**src/rtl/rsb_pkg.sv**
```systemverilog
package rsb_pkg;
  typedef enum logic [3:0] {
    OP_RLC  = 4'd0,  OP_RRC  = 4'd1,  OP_RL   = 4'd2,  OP_RR   = 4'd3,
    OP_SLA  = 4'd4,  OP_SRA  = 4'd5,  OP_SRL  = 4'd6,
    OP_RLCA = 4'd7,  OP_RRCA = 4'd8,  OP_RLA  = 4'd9,  OP_RRA  = 4'd10,
    OP_NRL  = 4'd11, OP_NRR  = 4'd12,
    OP_BTST = 4'd13, OP_BSET = 4'd14, OP_BCLR = 4'd15
  } rsb_op_e;

  typedef enum logic [2:0] {
    SK_RLC, SK_RRC, SK_RL, SK_RR, SK_SLA, SK_SRA, SK_SRL, SK_NONE
  } shift_kind_e;

  typedef enum logic [1:0] {BM_TEST, BM_SET, BM_CLR} bit_mode_e;

  localparam int FLG_S = 7;
  localparam int FLG_Z = 6;
  localparam int FLG_H = 4;
  localparam int FLG_P = 2;
  localparam int FLG_N = 1;
  localparam int FLG_C = 0;
  localparam int FLG_W = 8;
endpackage

```
**src/rtl/rsb_shift.sv**
```systemverilog
module rsb_shift
  import rsb_pkg::*;
#(
  parameter int DW = 8
) (
  input  logic [DW-1:0] din,
  input  logic          cin,
  input  shift_kind_e   kind,
  output logic [DW-1:0] dout,
  output logic          cout
);
  localparam int MSB = DW - 1;

  always_comb begin
    dout = din;
    cout = cin;
    case (kind)
      SK_RLC: begin dout = {din[MSB-1:0], din[MSB]}; cout = din[MSB]; end
      SK_RRC: begin dout = {din[0], din[MSB:1]};     cout = din[0];   end
      SK_RL:  begin dout = {din[MSB-1:0], cin};      cout = din[MSB]; end
      SK_RR:  begin dout = {cin, din[MSB:1]};        cout = din[0];   end
      SK_SLA: begin dout = {din[MSB-1:0], 1'b0};     cout = din[MSB]; end
      SK_SRA: begin dout = {din[MSB], din[MSB:1]};   cout = din[0];   end
      SK_SRL: begin dout = {1'b0, din[MSB:1]};       cout = din[0];   end
      default: begin dout = din; cout = cin; end
    endcase
  end
endmodule

```
**src/rtl/rsb_nibble.sv**
```systemverilog
module rsb_nibble #(
  parameter int DW = 8
) (
  input  logic [DW-1:0] mem_in,
  input  logic [DW-1:0] acc_in,
  input  logic          dir_right,
  output logic [DW-1:0] mem_out,
  output logic [DW-1:0] acc_out
);
  localparam int NW = DW / 2;

  logic [NW-1:0] m_hi, m_lo, a_hi, a_lo;
  assign m_hi = mem_in[DW-1:NW];
  assign m_lo = mem_in[NW-1:0];
  assign a_hi = acc_in[DW-1:NW];
  assign a_lo = acc_in[NW-1:0];

  always_comb begin
    if (dir_right) begin
      mem_out = {a_lo, m_hi};
      acc_out = {a_hi, m_lo};
    end else begin
      mem_out = {m_lo, a_lo};
      acc_out = {a_hi, m_hi};
    end
  end
endmodule

```
**src/rtl/rsb_bitop.sv**
```systemverilog
module rsb_bitop
  import rsb_pkg::*;
#(
  parameter int DW = 8,
  localparam int SW = $clog2(DW)
) (
  input  logic [DW-1:0] din,
  input  logic [SW-1:0] sel,
  input  bit_mode_e     mode,
  output logic [DW-1:0] dout,
  output logic          bit_val
);
  logic [DW-1:0] mask;

  for (genvar i = 0; i < DW; i++) begin : g_mask
    assign mask[i] = (sel == SW'(i));
  end

  assign bit_val = |(din & mask);

  always_comb begin
    case (mode)
      BM_SET:  dout = din | mask;
      BM_CLR:  dout = din & ~mask;
      default: dout = din;
    endcase
  end
endmodule

```
**src/rtl/rsb_unit.sv**
```systemverilog
module rsb_unit
  import rsb_pkg::*;
#(
  parameter int DW = 8,
  localparam int SW = $clog2(DW)
) (
  input  logic          clk,
  input  logic          rst,
  input  logic          in_valid,
  input  logic [3:0]    op,
  input  logic [DW-1:0] operand,
  input  logic [DW-1:0] acc_in,
  input  logic [SW-1:0] bit_sel,
  input  logic [7:0]    flags_in,
  output logic          out_valid,
  output logic [DW-1:0] result,
  output logic [DW-1:0] acc_out,
  output logic [7:0]    flags_out
);
  rsb_op_e       opc;
  logic          is_gen, is_acc, is_nib, is_bit;
  shift_kind_e   kind;
  bit_mode_e     bmode;
  logic [DW-1:0] sh_in, sh_out, nb_mem, nb_acc, bt_out;
  logic          sh_c, bt_val;
  logic [DW-1:0] nxt_res, nxt_acc;
  logic [FLG_W-1:0] nxt_flg;

  always_comb begin
    opc    = rsb_op_e'(op);
    is_gen = opc inside {OP_RLC, OP_RRC, OP_RL, OP_RR, OP_SLA, OP_SRA, OP_SRL};
    is_acc = opc inside {OP_RLCA, OP_RRCA, OP_RLA, OP_RRA};
    is_nib = opc inside {OP_NRL, OP_NRR};
    is_bit = opc inside {OP_BTST, OP_BSET, OP_BCLR};
    case (opc)
      OP_RLC, OP_RLCA: kind = SK_RLC;
      OP_RRC, OP_RRCA: kind = SK_RRC;
      OP_RL,  OP_RLA:  kind = SK_RL;
      OP_RR,  OP_RRA:  kind = SK_RR;
      OP_SLA:          kind = SK_SLA;
      OP_SRA:          kind = SK_SRA;
      OP_SRL:          kind = SK_SRL;
      default:         kind = SK_NONE;
    endcase
    case (opc)
      OP_BSET: bmode = BM_SET;
      OP_BCLR: bmode = BM_CLR;
      default: bmode = BM_TEST;
    endcase
    sh_in = is_acc ? acc_in : operand;
  end

  rsb_shift #(.DW(DW)) u_shift (
    .din(sh_in), .cin(flags_in[FLG_C]), .kind(kind),
    .dout(sh_out), .cout(sh_c)
  );

  rsb_nibble #(.DW(DW)) u_nibble (
    .mem_in(operand), .acc_in(acc_in), .dir_right(opc == OP_NRR),
    .mem_out(nb_mem), .acc_out(nb_acc)
  );

  rsb_bitop #(.DW(DW)) u_bitop (
    .din(operand), .sel(bit_sel), .mode(bmode),
    .dout(bt_out), .bit_val(bt_val)
  );

  always_comb begin
    nxt_res = operand;
    nxt_acc = acc_in;
    nxt_flg = flags_in;
    if (is_gen) begin
      nxt_res        = sh_out;
      nxt_flg[FLG_S] = sh_out[DW-1];
      nxt_flg[FLG_Z] = ~|sh_out;
      nxt_flg[FLG_P] = ~^sh_out;
      nxt_flg[FLG_H] = 1'b0;
      nxt_flg[FLG_N] = 1'b0;
      nxt_flg[FLG_C] = sh_c;
    end else if (is_acc) begin
      nxt_res        = sh_out;
      nxt_acc        = sh_out;
      nxt_flg[FLG_H] = 1'b0;
      nxt_flg[FLG_N] = 1'b0;
      nxt_flg[FLG_C] = sh_c;
    end else if (is_nib) begin
      nxt_res        = nb_mem;
      nxt_acc        = nb_acc;
      nxt_flg[FLG_S] = nb_acc[DW-1];
      nxt_flg[FLG_Z] = ~|nb_acc;
      nxt_flg[FLG_P] = ~^nb_acc;
      nxt_flg[FLG_H] = 1'b0;
      nxt_flg[FLG_N] = 1'b0;
    end else if (is_bit) begin
      nxt_res = bt_out;
      if (bmode == BM_TEST) begin
        nxt_flg[FLG_Z] = ~bt_val;
        nxt_flg[FLG_H] = 1'b1;
        nxt_flg[FLG_N] = 1'b0;
      end
    end
  end

  always_ff @(posedge clk) begin
    if (rst) begin
      out_valid <= 1'b0;
      result    <= '0;
      acc_out   <= '0;
      flags_out <= '0;
    end else begin
      out_valid <= in_valid;
      if (in_valid) begin
        result    <= nxt_res;
        acc_out   <= nxt_acc;
        flags_out <= nxt_flg;
      end
    end
  end
endmodule

```
**config.mk**
```make
export PLATFORM = sky130hd
export DESIGN_NAME = rsb_unit
export DESIGN_NICKNAME = d
export VERILOG_FILES = /design/src/rtl/rsb_pkg.sv /design/src/rtl/rsb_shift.sv /design/src/rtl/rsb_nibble.sv /design/src/rtl/rsb_bitop.sv /design/src/rtl/rsb_unit.sv
export SDC_FILE = /design/constraint.sdc
export NUM_CORES = 1
export LEC_CHECK = 0
export ABC_AREA = 1
export BUFFER_PORTS_ARGS = -buffer_cell sky130_fd_sc_hd__buf_2
export CAP_MARGIN = 20
export CORE_MARGIN = 10
export CORE_UTILIZATION = 55
export CTS_CLUSTER_DIAMETER = 200
export DETAILED_ROUTE_END_ITERATION = 7
export PLACE_DENSITY = 0.82
export SYNTH_ARGS = -nofsm -noshare
export SYNTH_HDL_FRONTEND = slang
export SYNTH_SLANG_ARGS = --single-unit
```
**constraint.sdc**
```tcl
create_clock -name clk -period 4.7 [get_ports clk]
set_clock_uncertainty 0.2 [all_clocks]
set_input_delay 0.47 -clock clk [delete_from_list [all_inputs] [get_ports clk]]
set_output_delay 0.47 -clock clk [all_outputs]
set_load 0.01 [all_outputs]
```
Yosys cells after proc, flatten, opt, wreduce, memory -nomap -nowiden
Memory sizes are Yosys's and may differ from the RTL's.
Index checks and enable logic that the tools add are counted.
{ "word_totals": {"rom_bits": 48, "memories": 1, "output_inout_bits": 25, "register_bits": 25, "inputBits": 34} }
{ "memory_table": {"columns": ["memory", "words", "width", "read_ports", "rd_clocked_by_memory_dff", "write_ports", "line_no", "source"], "rows": [
  ["(name not given)", 16, 3, 1, 0, 0, "rsb_unit.sv:35", "case (opc)"]
]} }
{ "op_classes": {"n_reduce_logical": 17, "mux": 33, "bitwise_logic": 5, "n_eq_ne": 30} }
{ "op_table": {"columns": ["op", "count"], "rows": [
  ["$mux 8", 8],
  ["$pmux 8 s7", 1],
  ["$eq 4x4->1 const B", 8],
  ["$reduce_or 8->1", 3],
  ["$eq 3x3->1 const B", 7],
  ["$and 8x8->8", 2],
  ["$eq 4x3->1 const B", 4],
  ["$mux 1", 16],
  ["$pmux 8 s2", 1],
  ["$reduce_xnor 8->1", 2],
  ["$eq 3x2->1 const B", 4],
  ["$eq 4x2->1 const B", 2],
  ["$mux 4", 2],
  ["$not 8->8", 1],
  ["$or 8x8->8", 1],
  ["$reduce_bool 7->1", 1],
  ["$eq 3x1->1 const B", 2],
  ["$logic_not 3->1", 2],
  ["$eq 4x1->1 const B", 1],
  ["$logic_not 4->1", 1],
  ["$mux 2", 2],
  ["$pmux 2 s2", 1],
  ["$reduce_bool 4->1", 1],
  ["$reduce_or 4->1", 1],
  ["10 further kinds", 11]
]} }

Longest topological paths before layout
Gate-level depths: netlist of the first run.
{ "depth": {"word_depth": 9, "mapped_depth": 16} }

Cells and area by module
Synthesis of the first run repeated with hierarchy kept, for this count alone.
{ "hier_totals": {"hier_cells": 574, "hier_area_um2": 3181.8} }
{ "modules_own_cells": {"columns": ["module", "seq_area_each_um2", "area_per_inst_um2", "cells_per_inst", "n_inst"], "rows": [
  ["rsb_unit", 500.5, 1886.8, 314, 1],
  ["rsb_shift", 0.0, 685.7, 140, 1],
  ["rsb_bitop", 0.0, 421.7, 77, 1],
  ["rsb_nibble", 0.0, 187.7, 43, 1]
]} }

Worst setup path before layout of the first run
Ideal clock, no wire load.
{ "synth_path": {"kind": "input-to-reg", "start": "input op[0]", "end": "register flags_out[2]", "setup_ns": 0.074, "t_arrival_ns": 2.259, "path_buffers": 2, "setup_slack_ns": 2.167, "required_time_ns": 4.426, "path_stages": 16, "path_cell_list": "buf_4 -> nand2_1 -> nand2_2 -> nand3_2 -> buf_6 -> nand2_1 -> nand2_1 -> nor2_1 -> nor2_1 -> nand3_1 -> inv_1 -> ha_1 -> xnor2_1 -> xnor2_1 -> nand2_1 -> a31oi_1"} }
{ "synth_between": {"elab_chain_cells": 6} }
{ "synth_rtl": {"columns": ["element", "line_no", "source"], "rows": [
  ["from (decl)", "rsb_unit.sv:10", "input logic [3:0] op,"],
  ["parallel branches: the longest is 5 deep, another holds $mem_v2 16x3", null, null],
  ["$mux 3 *", "rsb_unit.sv:72", "if (is_gen) begin"],
  ["to (signal assigned)", "rsb_unit.sv:115", "flags_out <= nxt_flg;"],
  ["to (decl)", "rsb_unit.sv:18", "output logic [7:0] flags_out"]
]} }
Every way passes the cells marked *.
A chain may end at the register's enable or synchronous reset.

Final worst setup path of the first run
Ends and elaborated chain as after synthesis.

==> summary.md, run 1 <==
| Metric | Value |
|---|---|
| Yosys top cell area share | 21.5% |
| Vias per std cell | 5.78 |
| Mean Syn Cell Area | 5.77 um2 |
| Synth Area in Compound Gates | 24.2% |
| WL met3 | 647 um |
| Crit Path Max Fanout | 24 |
| Sequential area share after synthesis | 21.5% |
| Die area | 7230 um2 |
| Total Wirelength | 7.32 mm |
| Clock Tree Root | clkbuf_8 |
| CTS resizes | 0 |
| Initial antenna violation count | 0 |
| Worst slew pin tran | 0.707 ns |
| Count of cell types in the netlist | 28 |
| Area leader, netlist | dfxtp_1 |
| Worst hold path class | primary input to flip-flop |
| Vias in the first global route | 2697 |
| Static leakage | 1.36 nW |
| Met2 WL | 3.37 mm |
| Post-route met1 wirelength | 3.18 mm |
| CTS tree | built |
| Core area | 4060 um2 |
| Port Buffers | 58 |
| Area grow syn2layout | 13.6% |
| Largest family of logic cells by synthesized area | simple AND/OR/NAND/NOR gates |
| I/O Pins | 59 |
| Ratio of cells with drive above 1 in the final layout | 16.7% |
| Initial Utilization | 57.3% |
| Postcts setup bufs | 0 |
| Path depth of the worst reg2reg path | 2 |
| Peak supply drop | 0.000221 V |
| CP max stage cell | o21ai_1 |
| Vias | 2877 |
| Detailed placement HPWL | 5.80 mm |
| Inserted Clock Buffers | 3 |
| Setup TNS | 0 ns |
| Rel. slew slack | 52.8% |
| Simple-gate portion of the synthesized area | 35.0% |
| Area of the multi-input gates | 1570 um2 |
| Period utilization | 63.0% |
| DRC viols | 0 |
| Crit start category | primary input |
| Final setup fails | 0 |
| Max_cap viols | 0 |
| CP Cell Sequence | buf_2 > nand2_1 > nand2_2 > nand3_2 > o21ai_1 > nand3_1 > nand3_1 > inv_1 > ha_1 > xnor2_1 > xnor2_1 > nand2_1 > a31oi_1 |
| Synth top area cells | dfxtp_1, nand2_1, o21ai_0 |
| FFs w/ async S/R, synth | 0% |
| Reg area | 500 um2 |
| Status | finished, final reports clean |
| Final hold vios | 0 |
| Worst EP required | 4.70 ns |
| Crit path DAT | 2.96 ns |
| Rows | 23 |
| Critical path depth | 13 |
| Gr usage total | 20.0% |
| Largest net degree at the start of global routing | 28 |
| Worst stage delay on the critical path | 0.41 ns |
| Delay-heaviest family, CP | simple AND/OR/NAND/NOR gates |
| Gp weighted congestion | 0.966 |
| WL/cell | 14.7 um |
| Detail Route Antenna Nets | 0 |
| Highest metal used | met4 |
| RSZ-0062 raised after global routing | no |
| Synth Area in XOR/XNOR | 2.26% |
| Die H | 85.0 um |
| Clock sink count | 25 |
| ANT cells | 0 |
| Clock Pin Slew Worst Setup and Hold Paths | 0.08 ns |
| Buf/Inv on CP | 2 |
| Nets | 494 |
| Fill cells | 424 |
| H-tree level count | 1 |
| Fin util | 65.1% |
| Synthesis Warnings | 0 |
| Crit path kind | primary input to flip-flop |
| Highest clock rate | 338 MHz |
| Most frequent cell after synthesis | nand2_1 |
| Post-Synth Adder-Cell Area | 5.92% |
| Synth Instances | 403 |
| Hold path depth | 3 |
| Hold slack final | 0.228 ns |
| DR iter-0 viols | 334 |
| Global route overflow | 0 |
| Min Tclk post-route | 2.96 ns |
| First-pass GRT wire length | 12.6 mm |
| Clk_lat worst skew | 0.27 ns |
| Horiz. Die Dim | 85.0 um |
| Crit. End Element | flip-flop |
| Post-CTS Hold Buffers | 0 |
| Post-Syn Area | 2320 um2 |
| 1st-pass router iterations | 5 |
| Slew Limit Fails | 0 |
| Post-synth net total | 448 |
| Number of synthesized flops with an enable pin | 0 |
| Post-synth top cells | nand2_1, o21ai_0, nand3_1 |
| Flops & latches, synth | 25 |
| Top FF cell, synth | dfxtp_1 |
| P per Cell Area | 239 nW/um2 |
| CTS Buffer Depth | 2 |
| Post-synthesis mux area share | 0% |
## layout make-up
type                       count  area share (%)
multi-input combinational    314            59.3
sequential                    25            18.9
timing repair buffer          58            11.0
inverter                      47            6.68
tap                           50            2.37
clock buffer                   4            1.71
## flip-flops by register name, indices dropped and copies added, names as in the netlist
register,flops
acc_out,8
flags_out,8
out_valid,1
result,8
## stage by stage
stage               power (W)  worst slack, ns  instances  area (um2)
finish               0.000631             1.74        498        2640
global route         0.000681             1.41        498        2640
detailed placement   0.000506             1.50        494        2600
floorplan            0.000429             2.17        403        2320
global placement     0.000503             1.57        494        2600
CTS                  0.000630             1.77        498        2640
## worst paths after layout
path,from,end,slack (ns)
setup reg to reg,result[4],result[4],3.78
hold / removal,flags_in[5],flags_out[5],0.23
setup / recovery,op[0],flags_out[2],1.74
hold reg to reg,acc_out[6],acc_out[6],0.26
## tightest hold or removal path, delay by kind of cell
| kind | cells | cell delay (ns) |
|---|---|---|
| buffers and inverters | 1 | 0.07 |
| and+or+nand+nor | 2 | 0.11 |
## power by group
group | total [W] | internal [W] | switching (W)
combinational | 0.000270 | 0.000101 | 0.000170
clock | 0.000125 | 0.0000606 | 0.0000640
sequential | 0.000236 | 0.000229 | 0.00000717
total | 0.000631 | 0.000390 | 0.000241
## kinds of logic (layout without fill, tap and decap cells)
kind of cell	count (synthesis)	in the layout
adder cells (fa/ha/maj)	11	11
flip-flops	25	25
buffers and inverters	64	109
AND/OR/NAND/NOR	192	192
AO/OA/AOI/OAI	105	105
XOR/XNOR	6	6
## per-layer routing
layer | global-route usage [%] | vias up
li1 | - | 1432
met1 | 25.9 | 1294
met2 | 32.4 | 135
met3 | 4.78 | 16
met4 | 4.94 | 0
met5 | 0 | -
## cell usage in the layout, fill, tap and decap left out, types with 4 or more instances in the layout
| master | Yosys | layout |
|---|---|---|
| inv_1 | 41 | 41 |
| o21ai_0 | 43 | 43 |
| a31oi_1 | 5 | 5 |
| nand2_1 | 111 | 111 |
| a21oi_1 | 33 | 33 |
| o21ai_2 | 4 | 4 |
| xnor2_1 | 6 | 6 |
| nor2_1 | 24 | 24 |
| ha_1 | 11 | 11 |
| nand4_1 | 8 | 8 |
| o21ai_1 | 14 | 14 |
| nand3_1 | 42 | 42 |
| buf_2 | 5 | 58 |
| dfxtp_1 | 25 | 25 |
| nor3_1 | 4 | 4 |
| inv_2 | 6 | 6 |
Power figures use the tool's default switching activity.
==> run 2: changes to the inputs <==
Settings changed: CORE_UTILIZATION 55 to 54, PLACE_DENSITY 0.82 to 0.81.
Clock period 4.7 ns to 2.9 ns, I/O delays scaled along.
==> run 2 against run 1 <==
Against the previous run:
- die area up 1.4%
- combinational power rose by 67%
- sequential cell count unchanged
- non-clock buffer count is 6 higher
- sequential share of layout area decreased by 0.41 points
- highest routed layer unchanged
- clock power up 58%
- via count is 0.80% lower
- cell count is 1.2% higher
- register-to-register slack lost 1.7 ns
- first-iteration DRC count stayed put
==> summary.md, run 2 (synthesis results as in run 1) <==
| Metric | Value |
|---|---|
| I/O Pins | 59 (unchanged) |
| Clock Pin Slew Worst Setup and Hold Paths | 0.08 ns (about the same) |
| Area grow syn2layout | 16.1% (was 13.6%) |
| Crit start category | primary input (unchanged) |
| Met3 usage | 5.49% (was 4.78%) |
| First-pass GRT wire length | 12.2 mm (was 12.6 mm) |
| Post-DP Area | 2650 um2 (was 2600 um2) |
| Worst hold path class | primary input to flip-flop (unchanged) |
| Crit path DAT | 2.52 ns (was 2.96 ns) |
| Met2 track demand over resource | 31.2% (was 32.4%) |
| Finished Cell Area | 2700 um2 (was 2640 um2) |
| ANT cells | 0 (unchanged) |
| Detail Route Antenna Nets | 0 (unchanged) |
| Gp weighted congestion | 0.960 (was 0.966) |
| Global route overflow | 0 (unchanged) |
| Ratio of cells with drive above 1 in the final layout | 18.1% (was 16.7%) |
| Period utilization | 86.9% |
| Final setup fails | 0 (unchanged) |
| Most frequent cells in the layout | nand2_1, buf_2, o21ai_0 (unchanged) |
| Fin util | 66.1% (was 65.1%) |
| Clock Tree Root | clkbuf_8 (unchanged) |
| Initial antenna violation count | 0 (unchanged) |
| Nets | 500 (was 494) |
| Vias in the first global route | 2646 (was 2697) |
| Min Tclk post-route | 2.52 ns |
| P_sw | 0.000391 W (was 0.000241 W) |
| Status | finished, final reports clean (unchanged) |
| WHS Endpoint | flags_out[5] (unchanged) |
| Core area | 4090 um2 (was 4060 um2) |
| Inserted Clock Buffers | 3 (unchanged) |
| CTS tree | built (unchanged) |
| Layer with the highest usage | met2 (unchanged) |
| Clock sink count | 25 (unchanged) |
| Static leakage | 1.39 nW (was 1.36 nW) |
| Crit Path Max Fanout | 10 (was 24) |
| CTS Buffer Depth | 2 (unchanged) |
| Worst R2R End | acc_out[3] (was result[4]) |
| Path depth of the worst reg2reg path | 2 (unchanged) |
| R2r setup slk | 2.05 ns (was 3.78 ns) |
| P_int | 0.000639 W (was 0.000390 W) |
| Rel. slew slack | 52.7% (was 52.8%) |
| Setup TNS | 0 ns (unchanged) |
| DRC viols | 0 (unchanged) |
| Post-CTS Hold Buffers | 0 (unchanged) |
| Port Buffers | 58 (unchanged) |
| Die area | 7330 um2 (was 7230 um2) |
| H-tree level count | 1 (unchanged) |
| WL/cell | 14.6 um (was 14.7 um) |
| Reg-to-Reg Start | acc_out[3] (was result[4]) |
| Rows | 23 (unchanged) |
| Clock share of power | 19.2% (was 19.7%) |
| Largest net degree at the start of global routing | 27 (was 28) |
| Initial Utilization | 56.9% (was 57.3%) |
| Hold_sp | flags_in[5] (unchanged) |
| Setup ws final | 0.380 ns (was 1.74 ns) |
| Detailed placement HPWL | 5.90 mm (was 5.80 mm) |
| Gr usage total | 19.6% (was 20.0%) |
| Vias | 2854 (was 2877) |
| Hold path depth | 3 (unchanged) |
| GRT met1 Usage | 24.5% (was 25.9%) |
| Slew Limit Fails | 0 (unchanged) |
| Comb pwr share | 43.7% (was 42.9%) |
| Peak supply drop | 0.000384 V (was 0.000221 V) |
| Crit. End Element | flip-flop (unchanged) |
| DR iter-0 viols | 334 (unchanged) |
| Vias per std cell | 5.66 (was 5.78) |
| Crit path kind | primary input to flip-flop (unchanged) |
| Total Wirelength | 7.35 mm (was 7.32 mm) |
| Worst slew pin tran | 0.709 ns (was 0.707 ns) |
| Final hold vios | 0 (unchanged) |
| Postcts setup bufs | 0 (unchanged) |
| Sw Ratio | 38.0% (was 38.2%) |
| Highest clock rate | 397 MHz |
| RSZ-0062 raised after global routing | no (unchanged) |
| Die H | 85.6 um (was 85.0 um) |
| Hold slack final | 0.0431 ns (was 0.228 ns) |
| CTS resizes | 0 (unchanged) |
| Horiz. Die Dim | 85.6 um (was 85.0 um) |
| Max_cap viols | 0 (unchanged) |
| Clk_lat worst skew | 0.27 ns (about the same) |
| Worst EP required | 2.90 ns (was 4.70 ns) |
| P per Cell Area | 382 nW/um2 (was 239 nW/um2) |
| Sequential Power Share | 37.1% (was 37.4%) |
| Leading cell type in the layout, fill and taps excluded | nand2_1 (unchanged) |
| Leading registers by flop count | acc_out: 8 flops, flags_out: 8 flops, result: 8 flops (unchanged) |
| Place WS | 0.178 ns (was 1.50 ns) |
| 1st-pass router iterations | 6 (was 5) |
-- run 2: changes by cell type in the layout (fill, tap and decap cells not counted), sizes merged --
cell / delta
buf: +6
clkbuf: -1
clkinv: +1
-- run 2: area by class of cell --
type	instances	area, um2
multi-input cells	314	1570
fillers	403	1390
flip-flops and latches	25	500
repair buffers	64	348
inverters	47	176
well taps	50	62.6
clock buffers	3	41.3
clock inverters	1	5.00
-- run 2: worst max-delay path: stages --
cell     delay (ns)
buf_2          0.16
nand2_1        0.15
nand2_2        0.12
nand3_2        0.14
o21ai_1        0.33
nand3_1        0.21
nand3_1        0.15
inv_1          0.06
ha_1           0.30
xnor2_1        0.24
xnor2_1        0.15
nand2_1        0.06
a31oi_1        0.15
-- run 2: worst max-delay path by stage --
stage | startpoint | slack, ns | to
after detailed placement | op[0] | 0.18 | flags_out[2]
after global placement | op[0] | 0.28 | flags_out[2]
after CTS | op[0] | 0.45 | flags_out[2]
after floorplan | op[0] | 0.55 | flags_out[2]
after global routing | op[0] | 0.14 | flags_out[2]
final | op[0] | 0.38 | flags_out[2]
-- run 2: metrics by stage --
stage                     total power (W)  instances
after floorplan                  0.000696        403
after global placement           0.000827        500
after detailed placement         0.000832        500
after CTS                         0.00103        504
after global routing              0.00110        504
final                             0.00103        504
-- run 2: routing by layer --
layer  part of all wire [%]  wire (um)  vias to the layer above
li1                       -          -                     1448
met1                     43       3180                     1256
met2                     45       3300                      131
met3                    9.1        666                       19
met4                    2.7        196                        0
met5                      0          0                        -
-- run 2: power by group through the flow --
stage | Combinational (W) | Sequential [W] | Clock (W)
floorplan | 0.000291 | 0.000405 | 0
global placement | 0.000437 | 0.000390 | 0
detailed placement | 0.000442 | 0.000391 | 0
CTS | 0.000444 | 0.000383 | 0.000203
global route | 0.000505 | 0.000386 | 0.000214
finish | 0.000450 | 0.000383 | 0.000198
==> run 3: changes to the inputs <==
Settings changed: ABC_AREA 1 to default, CORE_UTILIZATION 54 to 55.
==> run 3 against run 2 <==
Against the previous run:
- area after synthesis increased by 14%
- worst setup slack worse by 0.12 ns
- via count up 7.5%
- non-clock buffer count increased by 28
- power rose by 6.5%
- first-iteration DRC count is 5.7% higher
- synthesized cell count decreased by 13%
- die area is 9.3% higher
- critical path type unchanged
- critical endpoint unchanged
==> summary.md, run 3 <==
| Metric | Value |
|---|---|
| Status | finished, final reports clean (unchanged) |
| 1st-pass router iterations | 5 (was 6) |
| Sequential Power Share | 35.1% (was 37.1%) |
| Global route overflow | 0 (unchanged) |
| Reg area | 500 um2 (unchanged) |
| H-tree level count | 1 (unchanged) |
| Max_cap viols | 0 (unchanged) |
| Crit path DAT | 2.65 ns (was 2.52 ns) |
| Clock Tree Root | clkbuf_8 (unchanged) |
| Cell Count, Final, Fillers Out | 473 (was 504) |
| Detail Route Antenna Nets | 0 (unchanged) |
| Comb pwr share | 45.8% (was 43.7%) |
| Highest clock rate | 378 MHz (was 397 MHz) |
| Flops & latches, synth | 25 (unchanged) |
| Yosys top cell area share | 18.8% (was 21.5%) |
| Setup ws final | 0.256 ns (was 0.380 ns) |
| Gr usage total | 23.6% (was 19.6%) |
| Worst hold path class | primary input to flip-flop (unchanged) |
| Crit path kind | primary input to flip-flop (unchanged) |
| Post-Syn Area | 2660 um2 (was 2320 um2) |
| CTS tree | built (unchanged) |
| Post-synth top cells | a21oi_1, o21ai_0, dfxtp_1 (was nand2_1, o21ai_0, nand3_1) |
| CTS resizes | 0 (unchanged) |
| Placed cell count | 469 (was 500) |
| Detailed placement HPWL | 7.60 mm (was 5.90 mm) |
| Initial antenna violation count | 0 (unchanged) |
| Top cell by count, worst path | xnor2_1 |
| P_sw | 0.000409 W (was 0.000391 W) |
| CTS Buffer Depth | 2 (unchanged) |
| Number of synthesized flops with an enable pin | 0 (unchanged) |
| Area grow syn2layout | 18.4% (was 16.1%) |
| Worst EP required | 2.91 ns (was 2.90 ns) |
| Total Wirelength | 9.72 mm (was 7.35 mm) |
| Clock Pin Slew Worst Setup and Hold Paths | 0.09 ns (was 0.08 ns) |
| RSZ-0062 raised after global routing | no (unchanged) |
| Most frequent cells in the layout | buf_2, a21oi_1, buf_4 (was nand2_1, buf_2, o21ai_0) |
| Nets | 465 (was 500) |
| Fill cells | 432 (was 403) |
| Die H | 89.5 um (was 85.6 um) |
| Vias in the first global route | 2895 (was 2646) |
| Static leakage | 1.39 nW (about the same) |
| Worst slew pin tran | 0.859 ns (was 0.709 ns) |
| Mean Syn Cell Area | 7.55 um2 (was 5.77 um2) |
| Crit start category | primary input (unchanged) |
| P_int | 0.000689 W (was 0.000639 W) |
| Ratio of cells with drive above 1 in the final layout | 28.2% (was 18.1%) |
| Path depth of the worst reg2reg path | 2 (unchanged) |
| Place WS | 0.0591 ns (was 0.178 ns) |
| Rows | 25 (was 23) |
| Die area | 8010 um2 (was 7330 um2) |
| I/O Pins | 59 (unchanged) |
| Top FF cell, synth | dfxtp_1 (unchanged) |
| Peak supply drop | 0.000346 V (was 0.000384 V) |
| Inserted Clock Buffers | 3 (unchanged) |
| Vias | 3068 (was 2854) |
| Sw Ratio | 37.3% (was 38.0%) |
| Worst stage delay on the critical path | 0.31 ns (was 0.33 ns) |
| DRC viols | 0 (unchanged) |
| Count of cell types in the netlist | 66 (was 28) |
| Sequential area share after synthesis | 18.8% (was 21.5%) |
| WL/cell | 20.5 um (was 14.6 um) |
| DR iter-0 viols | 353 (was 334) |
| Slew Limit Fails | 0 (unchanged) |
| P per Cell Area | 349 nW/um2 (was 382 nW/um2) |
| Min Tclk post-route | 2.64 ns (was 2.52 ns) |
| Fin util | 67.0% (was 66.1%) |
| Core area | 4690 um2 (was 4090 um2) |
| FFs w/ async S/R, synth | 0% (unchanged) |
| Crit. End Element | flip-flop (unchanged) |
| Clock sink count | 25 (unchanged) |
| Horiz. Die Dim | 89.5 um (was 85.6 um) |
| Final setup fails | 0 (unchanged) |
| Initial Utilization | 56.6% (was 56.9%) |
| Leading cell type in the layout, fill and taps excluded | buf_2 (was nand2_1) |
| Gp weighted congestion | 1.02 (was 0.960) |
| CP Cell Sequence | buf_2 > or2_2 > a21oi_2 > nor2_1 > o21bai_1 > o21ai_0 > ha_1 > xnor2_1 > xnor2_1 > nand2_1 > o211a_1 > nor3_2 (was buf_2 > nand2_1 > nand2_2 > nand3_2 > o21ai_1 > nand3_1 > nand3_1 > inv_1 > ha_1 > xnor2_1 > xnor2_1 > nand2_1 > a31oi_1) |
| Area leader, netlist | dfxtp_1 (unchanged) |
| Clk_lat worst skew | 0.27 ns (about the same) |
| Hold path depth | 3 (unchanged) |
| Largest net degree at the start of global routing | 34 (was 27) |
| Synth top area cells | dfxtp_1, a21oi_1, mux2i_1 (was dfxtp_1, nand2_1, o21ai_0) |
| Synthesis Warnings | 0 (unchanged) |
| Post-synth net total | 397 (was 448) |
| Synth Instances | 352 (was 403) |
| Period utilization | 91.2% (was 86.9%) |
| Area of the multi-input gates | 1910 um2 (was 1570 um2) |
| Rel. slew slack | 42.5% (was 52.7%) |
| Leading registers by flop count | acc_out: 8 flops, flags_out: 8 flops, result: 8 flops (unchanged) |
| CP max stage cell | or2_2 (was o21ai_1) |
| Postcts setup bufs | 0 (unchanged) |
| Hold slack final | 0.0900 ns (was 0.0431 ns) |
| Most frequent cell after synthesis | a21oi_1 (was nand2_1) |
| First-pass GRT wire length | 14.9 mm (was 12.2 mm) |
| Crit Path Max Fanout | 9 (was 10) |
| Final hold vios | 0 (unchanged) |
| ANT cells | 0 (unchanged) |
| Post-CTS Hold Buffers | 0 (unchanged) |
| Clock share of power | 19.1% (was 19.2%) |
| Vias per std cell | 6.49 (was 5.66) |
| Port Buffers | 58 (unchanged) |
==> run 3: cell count changes in the layout (fill, tap and decap cells not counted), moves of 16 or more <==
| cell | previous run | this run |
|---|---|---|
| o21ai_0 | 43 | 27 |
| nand2_1 | 111 | 21 |
| mux2i_1 | 0 | 19 |
| inv_1 | 41 | 19 |
| nand3_1 | 42 | 2 |
| buf_4 | 5 | 34 |
==> run 3: logic make-up (layout without fill, tap and decap cells) <==
family,Yosys count,after routing,synth area share [%]
AO/OA/AOI/OAI,141,141,35.7
XOR/XNOR,8,8,2.64
adder cells (fa/ha/maj),11,11,5.18
buffers and inverters,49,116,9.27
flip-flops,25,25,18.8
multiplexers,23,23,8.99
AND/OR/NAND/NOR,95,95,19.4
==> run 3: critical path, delay by kind of cell <==
| kind | cells | cell delay [ns] |
|---|---|---|
| AOI/OAI and AO/OA | 4 | 0.85 |
| xor gates and xnor gates | 2 | 0.34 |
| adders and majority gates | 1 | 0.31 |
| buffers and inverters | 1 | 0.16 |
| and+or+nand+nor | 4 | 0.70 |
==> run 3: final timing paths <==
path | endpoint | start | slack (ns)
worst min-delay path | flags_out[3] | flags_in[3] | 0.09
worst max-delay path | flags_out[2] | op[3] | 0.26
worst max register to register | result[0] | result[0] | 1.86
worst min register to register | result[2] | result[2] | 0.27
==> run 3: power groups by stage <==
stage	registers (W)	logic (W)	clock network [W]
2_1_floorplan	0.000406	0.000304	0
3_3_place_gp	0.000392	0.000489	0
3_5_place_dp	0.000393	0.000491	0
4_1_cts	0.000385	0.000494	0.000212
5_1_grt	0.000389	0.000545	0.000224
6_report	0.000385	0.000503	0.000210
==> run 3: area by class of cell <==
type                       instances  area share [%]
tap                               54            2.15
clock inverter                     1           0.159
multi-input combinational        278            60.7
clock buffer                       3            1.31
sequential                        25            15.9
timing repair buffer              92            17.3
inverter                          20            2.39
==> run 3: metal layers <==
layer,GRT usage (%),wire [um],share of wire [%]
met3,4.38,834,8.6
met1,30.8,4150,43
met2,38.2,4430,46
met5,0,0,0
met4,7.37,296,3.0
==> run 3: per-stage QoR <==
stage	total power [W]	cell area (um2)	TNS, ns
floorplan	0.000710	2660	0
global placement	0.000881	3100	-0.0201
detailed placement	0.000884	3100	0
CTS	0.00109	3150	0
global route	0.00116	3150	0
finish	0.00110	3150	0
